`src/rtl/hpf_pkg.sv`:
```
package hpf_pkg;
  typedef enum logic [1:0] {
    CUT_BYPASS  = 2'b00,
    CUT_LOW     = 2'b01,
    CUT_HIGH    = 2'b10,
    CUT_BYPASS2 = 2'b11
  } cut_sel_e;
endpackage

```
`src/rtl/hpf_cut_decode.sv`:
```
module hpf_cut_decode
  import hpf_pkg::*;
#(
  parameter int SH_W     = 4,
  parameter int SHIFT_LO = 7,
  parameter int SHIFT_HI = 6
) (
  input  logic [1:0]      sel_i,
  output logic            bypass_o,
  output logic [SH_W-1:0] shift_o
);
  always_comb begin
    bypass_o = 1'b0;
    shift_o  = SH_W'(SHIFT_LO);
    unique case (cut_sel_e'(sel_i))
      CUT_LOW:  shift_o  = SH_W'(SHIFT_LO);
      CUT_HIGH: shift_o  = SH_W'(SHIFT_HI);
      default:  bypass_o = 1'b1;
    endcase
  end
endmodule

```
`src/rtl/hpf_leak_dp.sv`:
```
module hpf_leak_dp #(
  parameter int DATA_W = 16,
  parameter int FRAC_W = 8,
  parameter int SH_W   = 4,
  parameter int ACC_W  = DATA_W + FRAC_W
) (
  input  logic signed [DATA_W-1:0] x_i,
  input  logic signed [DATA_W-1:0] xp_i,
  input  logic signed [ACC_W-1:0]  acc_i,
  input  logic [SH_W-1:0]          shift_i,
  output logic signed [ACC_W-1:0]  acc_o
);
  localparam int EXT_W = ACC_W + 3;
  localparam int TOP_W = EXT_W - ACC_W;

  logic signed [EXT_W-1:0] diff, acc_x, leak, sum;
  logic                    ovf_pos, ovf_neg;

  always_comb begin
    diff  = {{(EXT_W-DATA_W){x_i[DATA_W-1]}}, x_i}
          - {{(EXT_W-DATA_W){xp_i[DATA_W-1]}}, xp_i};
    acc_x = {{(EXT_W-ACC_W){acc_i[ACC_W-1]}}, acc_i};
    leak  = acc_x >>> shift_i;
    sum   = (diff <<< FRAC_W) + acc_x - leak;
    // top bits above the ACC_W sign must all match the sign
    ovf_pos = !sum[EXT_W-1] && (|sum[EXT_W-2:ACC_W-1]);
    ovf_neg =  sum[EXT_W-1] && !(&sum[EXT_W-2:ACC_W-1]);
    if (ovf_pos)      acc_o = {1'b0, {(ACC_W-1){1'b1}}};
    else if (ovf_neg) acc_o = {1'b1, {(ACC_W-1){1'b0}}};
    else              acc_o = sum[ACC_W-1:0];
  end

  logic unused_top;
  assign unused_top = ^sum[EXT_W-1:EXT_W-TOP_W];
endmodule

```
`src/rtl/hp_dc_block.sv`:
```
module hp_dc_block
  import hpf_pkg::*;
#(
  parameter int DATA_W   = 16,
  parameter int FRAC_W   = 8,
  parameter int SHIFT_LO = 7,
  parameter int SHIFT_HI = 6
) (
  input  logic              clk_i,
  input  logic              rst_ni,
  input  logic [1:0]        cut_sel_i,
  input  logic              in_valid_i,
  input  logic [DATA_W-1:0] in_data_i,
  output logic              out_valid_o,
  output logic [DATA_W-1:0] out_data_o
);
  localparam int ACC_W = DATA_W + FRAC_W;
  localparam int SH_W  = $clog2(ACC_W + 1);

  logic [1:0]               sel_q;
  logic signed [DATA_W-1:0] xp_q, xp_eff;
  logic signed [ACC_W-1:0]  acc_q, acc_eff, acc_nxt;
  logic                     vld_q;
  logic [DATA_W-1:0]        y_q;
  logic                     bypass, clear;
  logic [SH_W-1:0]          shift;

  hpf_cut_decode #(
    .SH_W(SH_W), .SHIFT_LO(SHIFT_LO), .SHIFT_HI(SHIFT_HI)
  ) u_dec (
    .sel_i(cut_sel_i), .bypass_o(bypass), .shift_o(shift)
  );

  // select change zeroes the history for this very sample
  assign clear   = (cut_sel_i != sel_q);
  assign xp_eff  = clear ? '0 : xp_q;
  assign acc_eff = clear ? '0 : acc_q;

  hpf_leak_dp #(
    .DATA_W(DATA_W), .FRAC_W(FRAC_W), .SH_W(SH_W), .ACC_W(ACC_W)
  ) u_dp (
    .x_i(in_data_i), .xp_i(xp_eff), .acc_i(acc_eff),
    .shift_i(shift), .acc_o(acc_nxt)
  );

  always_ff @(posedge clk_i or negedge rst_ni) begin
    if (!rst_ni) begin
      sel_q <= CUT_BYPASS;
      xp_q  <= '0;
      acc_q <= '0;
      vld_q <= 1'b0;
      y_q   <= '0;
    end else begin
      vld_q <= in_valid_i;
      if (in_valid_i) begin
        sel_q <= cut_sel_i;
        if (bypass) begin
          xp_q  <= '0;
          acc_q <= '0;
          y_q   <= in_data_i;
        end else begin
          xp_q  <= in_data_i;
          acc_q <= acc_nxt;
          y_q   <= acc_nxt[ACC_W-1:FRAC_W];
        end
      end
    end
  end

  assign out_valid_o = vld_q;
  assign out_data_o  = y_q;
endmodule

```
`config.mk`:
```
export PLATFORM = sky130hd
export DESIGN_NAME = hp_dc_block
export DESIGN_NICKNAME = d
export VERILOG_FILES = /design/src/rtl/hpf_pkg.sv /design/src/rtl/hpf_cut_decode.sv /design/src/rtl/hpf_leak_dp.sv /design/src/rtl/hp_dc_block.sv
export SDC_FILE = /design/constraint.sdc
export NUM_CORES = 1
export LEC_CHECK = 0
export ABC_AREA = 1
export BUFFER_PORTS_ARGS = -buffer_cell sky130_fd_sc_hd__buf_2
export CAP_MARGIN = 40
export CORE_MARGIN = 3
export CORE_UTILIZATION = 30
export CTS_CLUSTER_DIAMETER = 200
export DETAILED_ROUTE_END_ITERATION = 10
export GPL_ROUTABILITY_DRIVEN = 0
export GPL_TIMING_DRIVEN = 0
export HOLD_SLACK_MARGIN = 0.15
export PLACE_DENSITY = 0.51
export SLEW_MARGIN = 10
export SYNTH_ARGS = -nofsm -noshare
export SYNTH_HDL_FRONTEND = slang
export SYNTH_SLANG_ARGS = --single-unit
```
`constraint.sdc`:
```
create_clock -name clk_i -period 16.4 [get_ports clk_i]
set_clock_uncertainty 0.1 [all_clocks]
set_input_delay 1.64 -clock clk_i [delete_from_list [all_inputs] [get_ports clk_i]]
set_output_delay 1.64 -clock clk_i [all_outputs]
set_load 0.01 [all_outputs]
```
==> reports/metrics.csv <==
metric;value;unit
ys_seq_area_frac;0.236;
synth_area_leaders;dfrtp_1 (24%), nand2_1 (17%), ha_1 (12%);
arrival;7.74;ns
dpl_cell_area;6800;µm²
ys_types;40;
critPathBufInv;5;
grt_pass1_wl;29900;µm
rsz0062_at_grt;no;
antenna_left;0;
slew_violations;0;
synth-seq-cells;59;
synth_cells;931;
final_cells;1255;
cts-hold-fix-buffers;0;
final_util;0.353;
status;complete, no violations;
powerDensity;186;nW/µm²
die_h;150;µm
wl_per_cell;14.8;µm
final.fill_count;2253;
num_vias;5838;
multi_input_area;4100;µm²
critPathTopFamily;simple AND/OR/NAND/NOR gates;
cts_num_sinks;59;
layout_min_cycle_time;7.59;ns
syn_area;6250;µm²
crit_fanout;10;
route.detailed.drc;0;
layout-drive-gt1-share;0.104;
cts_setup_buffers;0;
io_pins;38;
first_global_vias;5716;
fin_tns_setup;0;ns
tightest_slew;0.765;ns
final_common_cell;nand2_1;
postLayoutCellArea;7180;µm²
drt_wl_total;18600;µm
cellLeakagePower;3.84;nW
maxSlewHeadroom;0.490;
cts_made_buffers;9;
num_antenna_cells;0;
ctsResizeCount;0;
cpMostUsedCell;nand2_1;
cp-start-kind;input port;
nets;1066;
dieArea;22600;µm²
cp_slowest_stage_delay;0.53;ns
coreArea;20400;µm²
dp.cells;1239;
hold_class;register to register;
grt_max_degree;59;
yosys_warnings;0;
first_pass_iters;5;
crit_type;input port to register;
area_delta_synth_final;14.9;%
vias_per_cell;4.65;
yosys.area.top_type;dfrtp_1;
hpwl;15300;µm
clockBufferDepth;2;
regArea;1480;µm²
clkLatencyLatePin;0.33;ns
io_buffer_count;37;
slowest_stage;clkbuf_1;
period_share;0.463;
vdd_drop_max;0.0704;mV
std_cell_rows;52;
setup_viol;0;
endpoint_kind;register;
synth.avg_cell_area;6.71;µm²
antenna_found_initial;0;
die_x;150;µm
final_cell_mix;nand2_1 (279), inv_1 (144), o21ai_0 (68);
r2r_slack;9.81;ns
clock-root-buffer;clkbuf_16;
synth.top_cell.area_share;0.236;
cts_tree;yes;
grt-ovfl-total;0;
finalHoldViolations;0;
max_freq;0.132;GHz
grt.total_usage;0.168;
start_util;0.307;
maxCapViolations;0;
clk_pin_slew;0.05;ns
total_power;1.34;mW
h-tree-depth;3;
crit_required;16.55;ns
syn_nets;1017;
drt_iter0_markers;265;
[power breakdown]
part	leakage, nW	internal (mW)	switching (mW)
logic	2.91	0.312	0.556
registers	0.740	0.199	0.0274
clock network	0.183	0.172	0.0709
[layer usage]
layer  track usage  vias up  part of all wire
met5             0        -                 0
met4        0.0261        0             0.013
met3        0.0223       16             0.020
met2         0.264       61              0.45
met1         0.249     2689              0.52
li1              -     3072                 -
[tightest hold or removal path, stage by stage, from the launching register on]
cell	delay, ns
dfrtp_1	0.34
nand2_1	0.05
o21ai_0	0.06
[through the flow]
stage          setup WS, ns  hold slack (ns)
2_1_floorplan          9.89            0.349
3_3_place_gp           8.47            0.370
3_5_place_dp           8.47            0.372
4_1_cts                8.81            0.385
5_1_grt                8.10            0.411
6_report               8.81            0.385
[cell usage after synthesis, drive strengths merged]
cell    number
a211oi       1
a21boi       2
a21o         2
a21oi       57
a22o         1
a31oi        1
buf          8
clkbuf      14
dfrtp       59
fa           3
ha          62
inv        147
nand2      291
nand3       80
nand4        7
nor2        61
nor3         3
nor4         1
o211ai       2
o21a         1
o21ai       68
o21bai       6
o22ai        2
o31ai        1
xnor2       20
xor2        31
[sequential cells by signal (all words and copies together) (netlist names)]
name         cells
acc_q           24
out_data_o      16
out_valid_o      1
sel_q            2
xp_q            16
[layout make-up]
class / instances / area share
multi-input cells: 703 / 0.570
flip-flops and latches: 59 / 0.206
inverters: 147 / 0.0768
well taps: 270 / 0.0470
clock buffers: 12 / 0.0357
repair buffers: 38 / 0.0300
plain buffers: 22 / 0.0176
clock inverters: 4 / 0.0167
[cells by family (layout without fill, tap and decap cells)]
kind of cell / count (synthesis) / in the layout / share of synthesized area
buffers and inverters: 169 / 223 / 0.108
AND/OR/NAND/NOR: 443 / 443 / 0.325
XOR/XNOR: 51 / 51 / 0.0715
adder cells (fa/ha/maj): 65 / 65 / 0.134
flip-flops: 59 / 59 / 0.236
AO/OA/AOI/OAI: 144 / 144 / 0.126
[worst paths after layout]
path / from / end / cells after the start
max in group asynchronous: rst_ni / acc_q[17] / 2
min in group asynchronous: rst_ni / acc_q[4] / 1
hold reg to reg: xp_q[3] / xp_q[3] / 2
setup / recovery: cut_sel_i[1] / acc_q[21] / 35
setup reg to reg: sel_q[0] / acc_q[21] / 34
hold / removal: xp_q[3] / xp_q[3] / 2
(Power assumes the default switching activity.)
